$ cat config.mk
export PLATFORM = sky130hd
export DESIGN_NAME = prbs_err_det
export DESIGN_NICKNAME = d
export VERILOG_FILES = /design/src/rtl/prbs_det_pkg.sv /design/src/rtl/prbs_det_datapath.sv /design/src/rtl/prbs_det_control.sv /design/src/rtl/prbs_err_det.sv
export SDC_FILE = /design/constraint.sdc
export NUM_CORES = 1
export LEC_CHECK = 0
export ABC_AREA = 1
export BUFFER_PORTS_ARGS = -buffer_cell sky130_fd_sc_hd__buf_2
export CAP_MARGIN = 0
export CORE_MARGIN = 10
export CORE_UTILIZATION = 32
export DETAILED_ROUTE_END_ITERATION = 8
export PLACE_DENSITY_LB_ADDON = 0.25
export SETUP_SLACK_MARGIN = 0.4
export SYNTH_ARGS = -nofsm -noshare
export SYNTH_HDL_FRONTEND = slang
export SYNTH_SLANG_ARGS = --single-unit
$ cat constraint.sdc
create_clock -name clk -period 4.92 [get_ports clk]
set_clock_uncertainty 0.15 [all_clocks]
set_input_delay 0.492 -clock clk [delete_from_list [all_inputs] [get_ports clk]]
set_output_delay 0.492 -clock clk [all_outputs]
set_load 0.1 [all_outputs]
$ cat src/rtl/prbs_det_pkg.sv
package prbs_det_pkg;

  typedef enum logic [1:0] {
    SYNC_HUNT   = 2'd0,
    SYNC_VERIFY = 2'd1,
    SYNC_LOCKED = 2'd2
  } syncState_t;

  // Strobes from control to datapath
  typedef struct packed {
    logic loadBit;   // shift received bit into reference
    logic countBit;  // compare result is counted
  } dpStrobe_t;

  // Highest bit position (n-1) of the reference for an order code
  function automatic logic [4:0] topBit(input logic [2:0] code);
    case (code)
      3'd1:    return 5'd8;
      3'd2:    return 5'd10;
      3'd3:    return 5'd14;
      3'd4:    return 5'd19;
      3'd5:    return 5'd22;
      3'd6:    return 5'd30;
      default: return 5'd6;
    endcase
  endfunction

  // Feedback tap position (m-1) for an order code
  function automatic logic [4:0] tapBit(input logic [2:0] code);
    case (code)
      3'd1:    return 5'd4;
      3'd2:    return 5'd8;
      3'd3:    return 5'd13;
      3'd4:    return 5'd2;
      3'd5:    return 5'd17;
      3'd6:    return 5'd27;
      default: return 5'd5;
    endcase
  endfunction

endpackage

$ cat src/rtl/prbs_det_datapath.sv
module prbs_det_datapath
  import prbs_det_pkg::*;
#(
  parameter int CNT_W = 32
) (
  input  logic             clk,
  input  logic             rstN,
  input  logic             dataIn,
  input  logic [2:0]       orderSel,
  input  logic [1:0]       errMode,
  input  logic             clearCnt,
  input  logic             latchCnt,
  input  dpStrobe_t        strobe,
  output logic             errBit,
  output logic [CNT_W-1:0] errCount,
  output logic [CNT_W-1:0] bitCount
);

  localparam logic [CNT_W-1:0] CNT_MAX = '1;

  logic [30:0]      refReg;
  logic             expBit;
  logic [CNT_W-1:0] omitLive, insLive, totLive, bitLive;
  logic [CNT_W-1:0] omitHold, insHold, totHold, bitHold;

  function automatic logic [CNT_W-1:0] satInc(input logic [CNT_W-1:0] v);
    return (v == CNT_MAX) ? v : v + 1'b1;
  endfunction

  assign expBit = refReg[topBit(orderSel)] ^ refReg[tapBit(orderSel)];
  assign errBit = expBit ^ dataIn;

  // Reference register: loads received bits while hunting, free-runs otherwise
  always_ff @(posedge clk or negedge rstN) begin
    if (!rstN) refReg <= '0;
    else if (strobe.loadBit) refReg <= {refReg[29:0], dataIn};
    else refReg <= {refReg[29:0], expBit};
  end

  // Live counters; clear wins over counting
  always_ff @(posedge clk or negedge rstN) begin
    if (!rstN) begin
      omitLive <= '0; insLive <= '0; totLive <= '0; bitLive <= '0;
    end else if (clearCnt) begin
      omitLive <= '0; insLive <= '0; totLive <= '0; bitLive <= '0;
    end else if (strobe.countBit) begin
      bitLive <= satInc(bitLive);
      if (errBit && expBit)  omitLive <= satInc(omitLive);
      if (errBit && !expBit) insLive  <= satInc(insLive);
      if (errBit)            totLive  <= satInc(totLive);
    end
  end

  // Snapshot registers take pre-update values
  always_ff @(posedge clk or negedge rstN) begin
    if (!rstN) begin
      omitHold <= '0; insHold <= '0; totHold <= '0; bitHold <= '0;
    end else if (latchCnt) begin
      omitHold <= omitLive; insHold <= insLive;
      totHold  <= totLive;  bitHold <= bitLive;
    end
  end

  always_comb begin
    case (errMode)
      2'd0:    errCount = omitHold;
      2'd1:    errCount = insHold;
      default: errCount = totHold;
    endcase
  end
  assign bitCount = bitHold;

  // nothing moves when not counting and not clearing
  assert_idle_hold_R6: assert property (@(posedge clk) disable iff (!rstN)
    (!strobe.countBit && !clearCnt) |=> ($stable(totLive) && $stable(bitLive)));

  // counters never step backwards except on clear
  assert_no_wrap_R9: assert property (@(posedge clk) disable iff (!rstN)
    (!clearCnt) |=> (bitLive >= $past(bitLive) && totLive >= $past(totLive)));

  // total equals the sum of its two kinds while nothing is saturated
  assert_split_sum_R4: assert property (@(posedge clk) disable iff (!rstN)
    (omitLive != CNT_MAX && insLive != CNT_MAX && totLive != CNT_MAX) |->
      ({1'b0, omitLive} + {1'b0, insLive} == {1'b0, totLive}));

  // snapshot holds the value before the strobe edge
  assert_latch_prior_R10: assert property (@(posedge clk) disable iff (!rstN)
    latchCnt |=> (bitHold == $past(bitLive) && totHold == $past(totLive)));

endmodule

$ cat src/rtl/prbs_det_control.sv
module prbs_det_control
  import prbs_det_pkg::*;
#(
  parameter int WINDOW     = 1024,
  parameter int VERIFY_LEN = 64
) (
  input  logic       clk,
  input  logic       rstN,
  input  logic [2:0] orderSel,
  input  logic [2:0] thrSel,
  input  logic       errBit,
  output dpStrobe_t  strobe,
  output logic       syncOk
);

  localparam int SPAN = (WINDOW > VERIFY_LEN) ? WINDOW : VERIFY_LEN;
  localparam int PH_W = $clog2(SPAN) + 1;
  localparam logic [PH_W-1:0] WIN_LAST    = PH_W'(WINDOW - 1);
  localparam logic [PH_W-1:0] VERIFY_LAST = PH_W'(VERIFY_LEN - 1);

  syncState_t      state;
  logic [PH_W-1:0] phase;
  logic [PH_W-1:0] winErr;
  logic [PH_W-1:0] winTotal;
  logic [PH_W-1:0] limVal;
  logic [PH_W-1:0] loadLast;

  function automatic logic [PH_W-1:0] lossLimit(input logic [2:0] t);
    int v;
    case (t)
      3'd0:    v = WINDOW / 100;
      3'd1:    v = WINDOW / 1000;
      3'd2:    v = WINDOW / 10000;
      3'd3:    v = WINDOW / 100000;
      3'd4:    v = WINDOW / 1000000;
      3'd5:    v = WINDOW / 10000000;
      3'd6:    v = WINDOW / 100000000;
      default: v = WINDOW / 4;
    endcase
    return PH_W'(v);
  endfunction

  assign limVal   = lossLimit(thrSel);
  assign loadLast = PH_W'(topBit(orderSel));
  assign winTotal = winErr + PH_W'(errBit);

  always_comb begin
    strobe.loadBit  = (state == SYNC_HUNT);
    strobe.countBit = (state == SYNC_LOCKED);
  end
  assign syncOk = (state == SYNC_LOCKED);

  always_ff @(posedge clk or negedge rstN) begin
    if (!rstN) begin
      state <= SYNC_HUNT; phase <= '0; winErr <= '0;
    end else begin
      case (state)
        SYNC_HUNT: begin
          if (phase == loadLast) begin
            state <= SYNC_VERIFY; phase <= '0;
          end else phase <= phase + 1'b1;
        end
        SYNC_VERIFY: begin
          if (errBit) begin
            state <= SYNC_HUNT; phase <= '0;
          end else if (phase == VERIFY_LAST) begin
            state <= SYNC_LOCKED; phase <= '0; winErr <= '0;
          end else phase <= phase + 1'b1;
        end
        SYNC_LOCKED: begin
          if (phase == WIN_LAST) begin
            phase <= '0; winErr <= '0;
            if (winTotal > limVal) state <= SYNC_HUNT;
          end else begin
            phase <= phase + 1'b1; winErr <= winTotal;
          end
        end
        default: begin
          state <= SYNC_HUNT; phase <= '0;
        end
      endcase
    end
  end

  // lock is only entered from a clean verification bit
  assert_lock_entry_R2: assert property (@(posedge clk) disable iff (!rstN)
    $rose(syncOk) |-> ($past(state == SYNC_VERIFY) && $past(!errBit)));

  // a mismatch while verifying goes back to hunting
  assert_verify_abort_R3: assert property (@(posedge clk) disable iff (!rstN)
    (state == SYNC_VERIFY && errBit) |=> (state == SYNC_HUNT));

  // sync can only drop at a window boundary
  assert_window_drop_R7: assert property (@(posedge clk) disable iff (!rstN)
    $fell(syncOk) |-> ($past(phase) == WIN_LAST));

  // counting strobe never fires before verification completes
  assert_count_gate_R6: assert property (@(posedge clk) disable iff (!rstN)
    (state != SYNC_LOCKED) |=> !(strobe.countBit && $past(state == SYNC_HUNT)));

endmodule

$ cat src/rtl/prbs_err_det.sv
module prbs_err_det
  import prbs_det_pkg::*;
#(
  parameter int CNT_W      = 32,
  parameter int WINDOW     = 1024,
  parameter int VERIFY_LEN = 64
) (
  input  logic             clk,
  input  logic             rstN,
  input  logic             dataIn,
  input  logic [2:0]       orderSel,
  input  logic [2:0]       thrSel,
  input  logic [1:0]       errMode,
  input  logic             clearCnt,
  input  logic             latchCnt,
  output logic             syncOk,
  output logic [CNT_W-1:0] errCount,
  output logic [CNT_W-1:0] bitCount
);

  dpStrobe_t strobe;
  logic      errBit;

  prbs_det_control #(.WINDOW(WINDOW), .VERIFY_LEN(VERIFY_LEN)) ctrl (
    .clk(clk), .rstN(rstN), .orderSel(orderSel), .thrSel(thrSel),
    .errBit(errBit), .strobe(strobe), .syncOk(syncOk)
  );

  prbs_det_datapath #(.CNT_W(CNT_W)) dp (
    .clk(clk), .rstN(rstN), .dataIn(dataIn), .orderSel(orderSel),
    .errMode(errMode), .clearCnt(clearCnt), .latchCnt(latchCnt),
    .strobe(strobe), .errBit(errBit), .errCount(errCount), .bitCount(bitCount)
  );

endmodule

==> summary.txt, run 1 <==
Outcome
  • Status: finished clean

Floorplanning
  • Die X: roughly 240 um
  • I/O Pins: slightly below 80
  • Core region area: 50100 sq um
  • Die area: approximately 60000 sq um
  • Core Rows: 82
  • Die Y-Extent: between 200 and 250 um
  • Initial Utilization: 0.323

STA
  • Max-slew violations: 0
  • Unrepaired setup endpoints after global routing: false
  • Worst hold margin: about 0.061 ns
  • Minimum clock period: just over 4 ns
  • Crit share post-route: 0.826
  • Setup-failing EPs final: 0
  • Relative slew slack: 0.380
  • Fmax achieved: roughly 0.25 GHz
  • Final hold violation count: 0
  • Setup TNS: 0 ns
  • Final critical-path setup slack: approximately 0.85 ns
  • Worst Tran Pin Value: about 0.93 ns

Finish
  • Antenna diodes: 0
  • Area Overhead vs Synth: 14.9%
  • Cell Count, Final, Fillers Out: ~2800
  • Most common cell after layout, fill and taps aside: nand2_1
  • Fillers: 5277
  • Most frequent cells in the layout: nand2_1 (435), dfrtp_1 (311), inv_1 (223)
  • Final #Nets: between 2000 and 2500
  • Share of cells above drive strength 1: 0.113

Placed design
  • Port-buffer cells: between 70 and 80
  • Placed Instances: 2684
  • Setup WS pre-CTS: 0.108 ns
  • HPWL after detailed placement: around 34 mm
  • Routability cong.: about 0.87

Pwr
  • Switching part of the total: 0.309
  • Register share of total power: 0.437
  • P_leak: approximately 0.0079 uW
  • Internal power: 4660 uW
  • Worst vdd ir: between 0.15 and 0.2 mV
  • Clock Power Share: 0.410
  • Switching pwr: around 2100 uW
  • Power per Cell Area: approximately 360 nW/um^2
  • Comb pwr share: 0.153

GRT
  • Vias in the first global route: between 10000 and 15000
  • Initial antenna violation count: 1
  • Largest net degree at the start of global routing: 128
  • Grt ovf: 0
  • Total track usage: 0.158
  • First-pass GRT wire length: between 70 and 80 mm

Synthesis
  • Async SR Flop Fraction: 1.00
  • Top area cells in the synthesized netlist: dfrtp_1 (48%), nand2_1 (10%), inv_1 (5.3%)
  • Post-synth top flop: dfrtp_1
  • EDFF count, synth: 0
  • Flops & latches, synth: a little over 300
  • Mean post-synth cell area: a little over 8 sq um
  • Post-synth top area share: 0.482
  • Netlist Area Pre-Place: 16200 sq um
  • Syn nets: 2021
  • Syn Inst Count: roughly 2000
  • Warnings from Yosys: 0
  • Area leader, netlist: dfrtp_1
  • Distinct cell type count after synthesis: between 50 and 60
  • Register area share after synthesis: 0.482

Flow run
  • Number of max-cap violations: 0

Clocking
  • CTS tree: built
  • Root Driver: clkbuf_16
  • Maximum root-to-sink buffer count: 3
  • Clock Latency Late Sink: about 0.56 ns
  • Htree depth: 2
  • Num CTS Buffers: 38
  • Clock sinks: 311
  • Register clock-pin slew on the reported worst setup and hold paths: around 0.06 ns

Detailed routing
  • Routed WL per cell: about 17 um
  • Vias: 13791
  • Drt total wl: ~48 mm
  • Routed Antenna Nets: 0
  • Residual DRC: 0
  • Pre-antenna DRT Iters: 5
  • Initial DRC Count: 1510
  • Via density: between 5 and 6

Critical path
  • Crit-path max cell delay: about 0.31 ns
  • Startpoint types: primary input
  • Worst-path maximum fanout: 15
  • Most Frequent Cell on Critical Path: nand2_1
  • Worst path slowest cell: ha_1
  • Worst path arrival time: ~4.4 ns
  • Critical Path End Type: register
  • Crit path kind: primary input to register
  • Worst Path Required: 5.25 ns

Min path
  • Hold crit path type: primary input to register
[metal layers]
metal / vias to the layer above / part of all wire / wire, um / GRT usage
li1: 6741 / - / - / -
met1: 6632 / 0.50 / 23700 / 0.233
met2: 343 / 0.43 / 20300 / 0.231
met3: 73 / 0.052 / 2490 / 0.0278
met4: 2 / 0.021 / 1010 / 0.0449
met5: - / 0.00027 / 13 / 0
[critical path, delay by kind of cell]
kind            cells  cell delay (ns)
buf+inv             6             0.53
xor+xnor            1             0.17
compound gates      1             0.16
fa+ha+maj           4             0.98
simple gates       20             2.06
[kinds of logic (layout without fill, tap and decap cells)]
| kind of cell | after synthesis | after routing | share of synthesized area |
|---|---|---|---|
| xor+xnor | 69 | 69 | 0.0374 |
| compound gates | 334 | 334 | 0.123 |
| buf+inv | 307 | 401 | 0.0753 |
| mux | 25 | 25 | 0.0174 |
| flops | 311 | 311 | 0.482 |
| simple gates | 928 | 928 | 0.252 |
| fa+ha+maj | 17 | 17 | 0.0132 |
[Yosys cell counts, types with 5 or more instances]
cell type  number
nor2_1        205
o21ai_0       118
nor4_1         16
a21oi_1        82
xnor2_1        18
buf_2          12
nand2_2        10
o221ai_1       20
clkbuf_1       45
o211ai_1        8
inv_1         227
nand3_1       102
o22ai_1         8
dfrtp_1       311
mux2_2         25
nor3_2          6
nor3_1         74
o31ai_1        55
xor2_1         51
nand2_1       437
a22oi_1        12
ha_1           17
o21ai_1        16
buf_1           7
inv_2           5
nand4_1        56
[stage by stage]
| stage | power (uW) | util | cell area [sq um] |
|---|---|---|---|
| 4_1_cts | 6830 | 0.369 | 18500 |
| 3_3_place_gp | 4020 | 0.344 | 17200 |
| 2_1_floorplan | 3680 | - | 16200 |
| 3_5_place_dp | 4020 | 0.344 | 17200 |
| 5_1_grt | 7090 | 0.371 | 18600 |
| 6_report | 6750 | 0.371 | 18600 |
[flip-flops by register name, indices dropped and copies added, names as in the netlist]
register and flops:
dp.totHold 32, dp.insLive 32, dp.totLive 32, dp.refReg 31
dp.omitHold 32, dp.bitLive 32, dp.omitLive 32, dp.insHold 32
ctrl.state 2, dp.bitCount 32, ctrl.winErr 11, ctrl.phase 11
[power groups by stage]
stage                     logic, uW  registers (uW)  clock network [uW]
final                          1030            2950                2770
after global routing           1160            2980                2960
after CTS                      1040            2950                2850
after detailed placement       1030            2990                   0
after global placement         1030            3000                   0
after floorplan                 659            3020                   0
[path summary, 6_finish.rpt]
kind | startpoint | end | cells past startpoint | slack (ns)
worst max-delay path | orderSel[1] | ctrl.state[1]$_DFFE_PN0P_ | 32 | 0.85
worst min-delay path | dataIn | dp.refReg[0]$_DFF_PN0_ | 3 | 0.06
worst max register to register | dp.refReg[26]$_DFF_PN0_ | ctrl.state[1]$_DFFE_PN0P_ | 29 | 0.89
worst min register to register | dp.refReg[23]$_DFF_PN0_ | dp.refReg[24]$_DFF_PN0_ | 0 | 0.19
max in group asynchronous | rstN | dp.insHold[5]$_DFFE_PN0P_ | 3 | 3.02
min in group asynchronous | rstN | dp.omitLive[28]$_DFFE_PN0P_ | 2 | 0.49
[cell type report]
cell class	instances	area, sq um	area share
clock buffers	55	1090	0.0585
multi-input cells	1373	7190	0.388
well taps	672	841	0.0453
flip-flops and latches	311	7780	0.419
clock inverters	11	134	0.00722
repair buffers	100	632	0.0341
inverters	235	887	0.0478
[what timing repair did]
action | in CTS | in global routing
buffers inserted | 0 | 6
setup endpoints to repair | 0 | 2
hold buffers | 1 | 0
hold endpoints to repair | 110 | 0
resized for setup | 0 | 14
No activity file was read; power rests on OpenSTA's default activity.
==> inputs of run 2 (changes only) <==
==> constraint.sdc (replaced) <==
create_clock -name clk -period 3.6 [get_ports clk]
set_clock_uncertainty 0.15 [all_clocks]
set_input_delay 0.36 -clock clk [delete_from_list [all_inputs] [get_ports clk]]
set_output_delay 0.36 -clock clk [all_outputs]
set_load 0.1 [all_outputs]
==> summary.txt, run 2 (synthesized netlist as in run 1, its figures left out) <==
Outcome
  • Status: finished clean (unchanged)

Floorplanning
  • Die Y-Extent: 245 um (unchanged)
  • Core Rows: 82 (unchanged)
  • Die area: 59900 sq um (unchanged)
  • I/O Pins: 78 (unchanged)
  • Core region area: 50100 sq um (unchanged)
  • Die X: 245 um (unchanged)
  • Initial Utilization: 0.323 (unchanged)

Finish
  • Share of cells above drive strength 1: 0.152 (was 0.113)
  • Antenna diodes: 0 (unchanged)
  • Final #Nets: 2150 (was 2089)
  • Most frequent cells in the layout: nand2_1 (431), dfrtp_1 (310), inv_1 (219) (was nand2_1 (435), dfrtp_1 (311), inv_1 (223))
  • Final Cell Area: 19700 sq um (was 18600 sq um)
  • Area Overhead vs Synth: 21.8% (was 14.9%)
  • Most common cell after layout, fill and taps aside: nand2_1 (unchanged)

STA
  • Final hold violation count: 0 (unchanged)
  • Relative slew slack: 0.436 (was 0.380)
  • Crit share post-route: 0.966
  • Fmax achieved: approximately 0.29 GHz
  • Max-slew violations: 0 (unchanged)
  • Setup-failing EPs final: 0 (unchanged)
  • Unrepaired setup endpoints after global routing: true (was false)
  • Worst Tran Pin Value: 0.846 ns (was 0.931 ns)
  • Minimum clock period: between 3 and 4 ns

GRT
  • Initial antenna violation count: 0 (was 1)
  • Grt ovf: 0 (unchanged)
  • Total track usage: 0.158 (about the same)
  • Largest net degree at the start of global routing: 85 (was 128)
  • Vias in the first global route: 13468 (was 13456)
  • First-pass GRT wire length: 76.6 mm (was 76.1 mm)

Detailed routing
  • Routed WL per cell: 17.2 um (about the same)
  • Drt total wl: 48.3 mm (was 47.5 mm)
  • Initial DRC Count: 1118 (was 1510)
  • Residual DRC: 0 (unchanged)
  • Vias: 14010 (was 13791)
  • Routed Antenna Nets: 0 (unchanged)
  • Pre-antenna DRT Iters: 5 (unchanged)
  • Via density: 4.97 (was 5.00)

Pwr
  • Overall Power: 9540 uW (was 6750 uW)
  • P_leak: 0.00832 uW (was 0.00789 uW)
  • Power per Cell Area: 485 nW/um^2 (was 364 nW/um^2)
  • Worst vdd ir: 0.391 mV (was 0.199 mV)

Critical path
  • Critical Path End Type: register (unchanged)
  • Worst path slowest cell: dfrtp_1 (was ha_1)
  • Worst path arrival time: 3.76 ns (was 4.40 ns)
  • Worst Path Required: 3.88 ns (was 5.25 ns)
  • Startpoint types: register (was primary input)
  • Crit path kind: register to register (was primary input to register)
  • Crit-path max cell delay: 0.36 ns (was 0.31 ns)
  • Critical path startpoint: dp.refReg[14]$_DFF_PN0_ (was orderSel[1])
  • Worst-path maximum fanout: 3 (was 15)
  • Worst r2r src: dp.refReg[14]$_DFF_PN0_ (was dp.refReg[26]$_DFF_PN0_)

Clocking
  • Htree depth: 2 (unchanged)
  • Root Driver: clkbuf_16 (unchanged)
  • Clock Latency Late Sink: 0.55 ns (was 0.56 ns)
  • CTS tree: built (unchanged)
  • Maximum root-to-sink buffer count: 3 (unchanged)
  • Clock sinks: 311 (unchanged)
  • Num CTS Buffers: 38 (unchanged)
  • Register clock-pin slew on the reported worst setup and hold paths: 0.06 ns (about the same)

Flow run
  • Number of max-cap violations: 0 (unchanged)

Min path
  • HP Start: latchCnt (was dataIn)
  • Hold crit path type: primary input to register (unchanged)

Placed design
  • Placed Instance Area: 18200 sq um (was 17200 sq um)
  • Routability cong.: 0.883 (was 0.867)
  • HPWL after detailed placement: 35.2 mm (was 34.5 mm)
  • Port-buffer cells: 77 (unchanged)
==> run 2: cell count changes in the layout (fill, tap and decap cells not counted), sizes merged <==
| cell | delta |
|---|---|
| buf | +62 |
| bufinv | +1 |
| clkbuf | -6 |
| clkinv | +2 |
| clkinvlp | -1 |
| dlygate4sd3 | +1 |
| inv | +2 |
==> run 2: cell type report <==
class / instances / area (sq um)
clock inverters: 15 / 173
fillers: 5232 / 30400
repair buffers: 161 / 1580
multi-input cells: 1373 / 7330
inverters: 235 / 890
clock buffers: 51 / 1070
well taps: 672 / 841
flip-flops and latches: 311 / 7780
==> run 2: metal layers <==
| layer | up-vias | wire length (um) | track usage |
|---|---|---|---|
| met1 | 6803 | 23700 | 0.228 |
| met4 | 0 | 790 | 0.0365 |
| met5 | - | 0 | 0 |
| met3 | 48 | 2310 | 0.0295 |
| met2 | 289 | 21500 | 0.241 |
| li1 | 6870 | - | - |
==> run 2: worst paths after layout <==
check,end,slack (ns),depth (start not counted)
setup reg to reg,ctrl.state[1]$_DFFE_PN0P_,0.12,28
min in group asynchronous,ctrl.state[1]$_DFFE_PN0P_,0.23,2
max in group asynchronous,dp.insLive[27]$_DFFE_PN0P_,2.10,3
hold / removal,dp.totHold[26]$_DFFE_PN0P_,0.18,3
setup / recovery,ctrl.state[1]$_DFFE_PN0P_,0.12,28
hold reg to reg,dp.refReg[24]$_DFF_PN0_,0.20,0
==> run 2: stage by stage <==
step | worst slack (ns) | cells | TNS [ns] | utilization | hold slack, ns
after floorplan | -0.0744 | 1991 | -0.139 | - | -0.0856
after detailed placement | -0.461 | 2741 | -0.905 | 0.364 | 0.192
after CTS | 0.0751 | 2814 | 0 | 0.390 | 0.145
final | 0.122 | 2818 | 0 | 0.393 | 0.176
after global routing | -0.164 | 2818 | -0.327 | 0.393 | 0.207
after global placement | -0.479 | 2741 | -0.963 | 0.364 | 0.184
==> run 2: worst max-delay path, delay by kind of cell, from the launching register on <==
family,cells,cell delay [ns]
xor+xnor,1,0.18
flops,1,0.36
simple gates,15,1.32
compound gates,2,0.28
fa+ha+maj,4,0.76
buf+inv,6,0.32
==> run 2: power breakdown <==
part	switching, uW	internal [uW]
Combinational	1150	545
Clock	1510	2300
Sequential	254	3780
Total	2910	6630
==> run 2: repair_timing <==
item	4_1_cts	5_1_grt
gates resized for setup	5	25
hold buffers	2	0
gates cloned	0	0
setup endpoints to repair	2	13
hold endpoints to repair	69	0
pin swaps	16	18
buffers inserted	5	4
==> inputs of run 3 (changes only) <==
--- a/config.mk
+++ b/config.mk
@@ -6,7 +6,7 @@
 export NUM_CORES = 1
 export LEC_CHECK = 0
 export ABC_AREA = 1
-export BUFFER_PORTS_ARGS = -buffer_cell sky130_fd_sc_hd__buf_2
+export BUFFER_PORTS_ARGS = -buffer_cell sky130_fd_sc_hd__buf_4
 export CAP_MARGIN = 0
 export CORE_MARGIN = 10
 export CORE_UTILIZATION = 32
==> summary.txt, run 3 (synthesized netlist as in run 1, its figures left out) <==
Pwr
  • Power per Cell Area: 488 nW/um^2 (was 485 nW/um^2)
  • Switching part of the total: 0.307 (was 0.305)
  • Comb pwr share: 0.174 (was 0.178)
  • Worst vdd ir: 0.285 mV (was 0.391 mV)
  • P_leak: 0.00823 uW (was 0.00832 uW)
  • Register share of total power: 0.426 (was 0.423)
  • Switching pwr: 2910 uW (about the same)
  • Overall Power: 9470 uW (was 9540 uW)
  • Clock Power Share: 0.401 (was 0.399)
  • Internal power: 6560 uW (was 6630 uW)

Flow run
  • Number of max-cap violations: 0 (unchanged)

Floorplanning
  • Core Rows: 82 (unchanged)
  • Die area: 59900 sq um (unchanged)
  • Die X: 245 um (unchanged)
  • Die Y-Extent: 245 um (unchanged)
  • I/O Pins: 78 (unchanged)
  • Core region area: 50100 sq um (unchanged)
  • Initial Utilization: 0.323 (unchanged)

GRT
  • Initial antenna violation count: 0 (unchanged)
  • Largest net degree at the start of global routing: 90 (was 85)
  • Grt ovf: 0 (unchanged)
  • First-pass GRT wire length: 76.6 mm (about the same)
  • Vias in the first global route: 13574 (was 13468)
  • Total track usage: 0.158 (about the same)

Clocking
  • Maximum root-to-sink buffer count: 3 (unchanged)
  • Root Driver: clkbuf_16 (unchanged)
  • Htree depth: 2 (unchanged)
  • CTS tree: built (unchanged)
  • Clock sinks: 311 (unchanged)
  • Num CTS Buffers: 38 (unchanged)
  • Clock Latency Late Sink: 0.55 ns (about the same)
  • Register clock-pin slew on the reported worst setup and hold paths: 0.06 ns (about the same)

Detailed routing
  • Drt total wl: 47.6 mm (was 48.3 mm)
  • Pre-antenna DRT Iters: 5 (unchanged)
  • Routed Antenna Nets: 0 (unchanged)
  • Via density: 4.98 (was 4.97)
  • Initial DRC Count: 1090 (was 1118)
  • Routed WL per cell: 16.9 um (was 17.2 um)
  • Vias: 14006 (was 14010)
  • Residual DRC: 0 (unchanged)

STA
  • Unrepaired setup endpoints after global routing: true (unchanged)
  • Fmax achieved: 0.293 GHz (was 0.288 GHz)
  • Minimum clock period: 3.42 ns (was 3.48 ns)
  • Setup TNS: 0 ns (unchanged)
  • Worst Tran Pin Value: 0.800 ns (was 0.846 ns)
  • Final hold violation count: 0 (unchanged)
  • Relative slew slack: 0.467 (was 0.436)
  • Setup-failing EPs final: 0 (unchanged)
  • Crit share post-route: 0.949 (was 0.966)
  • Worst hold margin: 0.190 ns (was 0.176 ns)
  • Max-slew violations: 0 (unchanged)

Finish
  • Most common cell after layout, fill and taps aside: nand2_1 (unchanged)
  • Fillers: 5190 (was 5232)
  • Most frequent cells in the layout: nand2_1 (433), dfrtp_1 (311), inv_1 (220) (was nand2_1 (431), dfrtp_1 (310), inv_1 (219))
  • Final #Nets: 2144 (was 2150)
  • Antenna diodes: 0 (unchanged)
  • Area Overhead vs Synth: 20.0% (was 21.8%)
  • Share of cells above drive strength 1: 0.149 (was 0.152)

Placed design
  • HPWL after detailed placement: 35.0 mm (was 35.2 mm)
  • Port-buffer cells: 77 (unchanged)
  • Routability cong.: 0.899 (was 0.883)

Critical path
  • Worst Path Required: 3.89 ns (was 3.88 ns)
  • Startpoint types: register (unchanged)
  • Worst path slowest cell: dfrtp_1 (unchanged)
  • Worst-path maximum fanout: 3 (unchanged)
  • Crit path kind: register to register (unchanged)
  • Worst path arrival time: 3.71 ns (was 3.76 ns)
  • Most Frequent Cell on Critical Path: ha_4
  • Critical Path End Type: register (unchanged)
  • Crit-path max cell delay: 0.34 ns (was 0.36 ns)

Min path
  • Hold crit path type: primary input to register (unchanged)

Outcome
  • Status: finished clean (unchanged)
[run 3: cell types whose count changed in the layout (fill, tap and decap cells not counted), moves of 3 or more]
cell / before / now
clkinvlp_4: 0 / 3
buf_2: 43 / 0
nand2_2: 16 / 13
nor2_2: 8 / 11
buf_12: 37 / 10
buf_4: 76 / 141
nor2_1: 200 / 197
[run 3: final timing paths]
path	from	to	slack, ns	cells after the start
worst max-delay path	dp.refReg[10]$_DFF_PN0_	ctrl.state[1]$_DFFE_PN0P_	0.18	28
worst min-delay path	latchCnt	dp.insHold[29]$_DFFE_PN0P_	0.19	3
worst max register to register	dp.refReg[10]$_DFF_PN0_	ctrl.state[1]$_DFFE_PN0P_	0.18	28
worst min register to register	dp.refReg[23]$_DFF_PN0_	dp.refReg[24]$_DFF_PN0_	0.22	0
max in group asynchronous	rstN	dp.bitCount[21]$_DFFE_PN0P_	2.10	3
min in group asynchronous	rstN	ctrl.winErr[4]$_DFFE_PN0P_	0.27	2
[run 3: worst max-delay path: cells and delay by family, from the launching register on]
kind,cells,cell delay (ns)
AOI/OAI and AO/OA,2,0.30
xor gates and xnor gates,1,0.17
adders and majority gates,4,0.75
buffers and inverters,6,0.31
DFF,1,0.34
and+or+nand+nor,15,1.27
[run 3: area by class of cell]
type                            count  area, sq um  area share
Clock buffer                       52         1080      0.0559
Tap cell                          672          841      0.0434
Inverter                          235          890      0.0459
Timing Repair Buffer              155         1310      0.0673
Sequential cell                   311         7780       0.401
Multi-Input combinational cell   1373         7330       0.378
Clock inverter                     16          156     0.00807
[run 3: per-stage QoR]
step                worst slack (ns)  cells  instance area (sq um)   util
detailed placement            -0.477   2739                  18000  0.359
global route                  -0.131   2814                  19400  0.387
global placement              -0.417   2739                  18000  0.359
CTS                            0.119   2814                  19300  0.385
floorplan                    -0.0744   1991                  16200      -
finish                         0.184   2814                  19400  0.387
[run 3: power groups by stage]
stage               Clock (uW)  Combinational [uW]  Sequential (uW)
floorplan                    0                 932             4130
global placement             0                1600             4100
detailed placement           0                1610             4090
CTS                       3910                1640             4030
global route              4050                1820             4060
finish                    3790                1650             4030
[run 3: repair_timing]
item,CTS,global route
setup endpoints to repair,2,23
endpoints found under the hold margin,83,0
resized for setup,4,24
pin swaps,16,12
buffers inserted,5,0
hold buffers,2,0
[run 3: routing by layer]
metal	wire length, um	part of all wire	GRT usage
met5	0	0	0
met2	20900	0.44	0.235
met4	1160	0.024	0.0453
met3	2560	0.054	0.0290
met1	23000	0.48	0.228
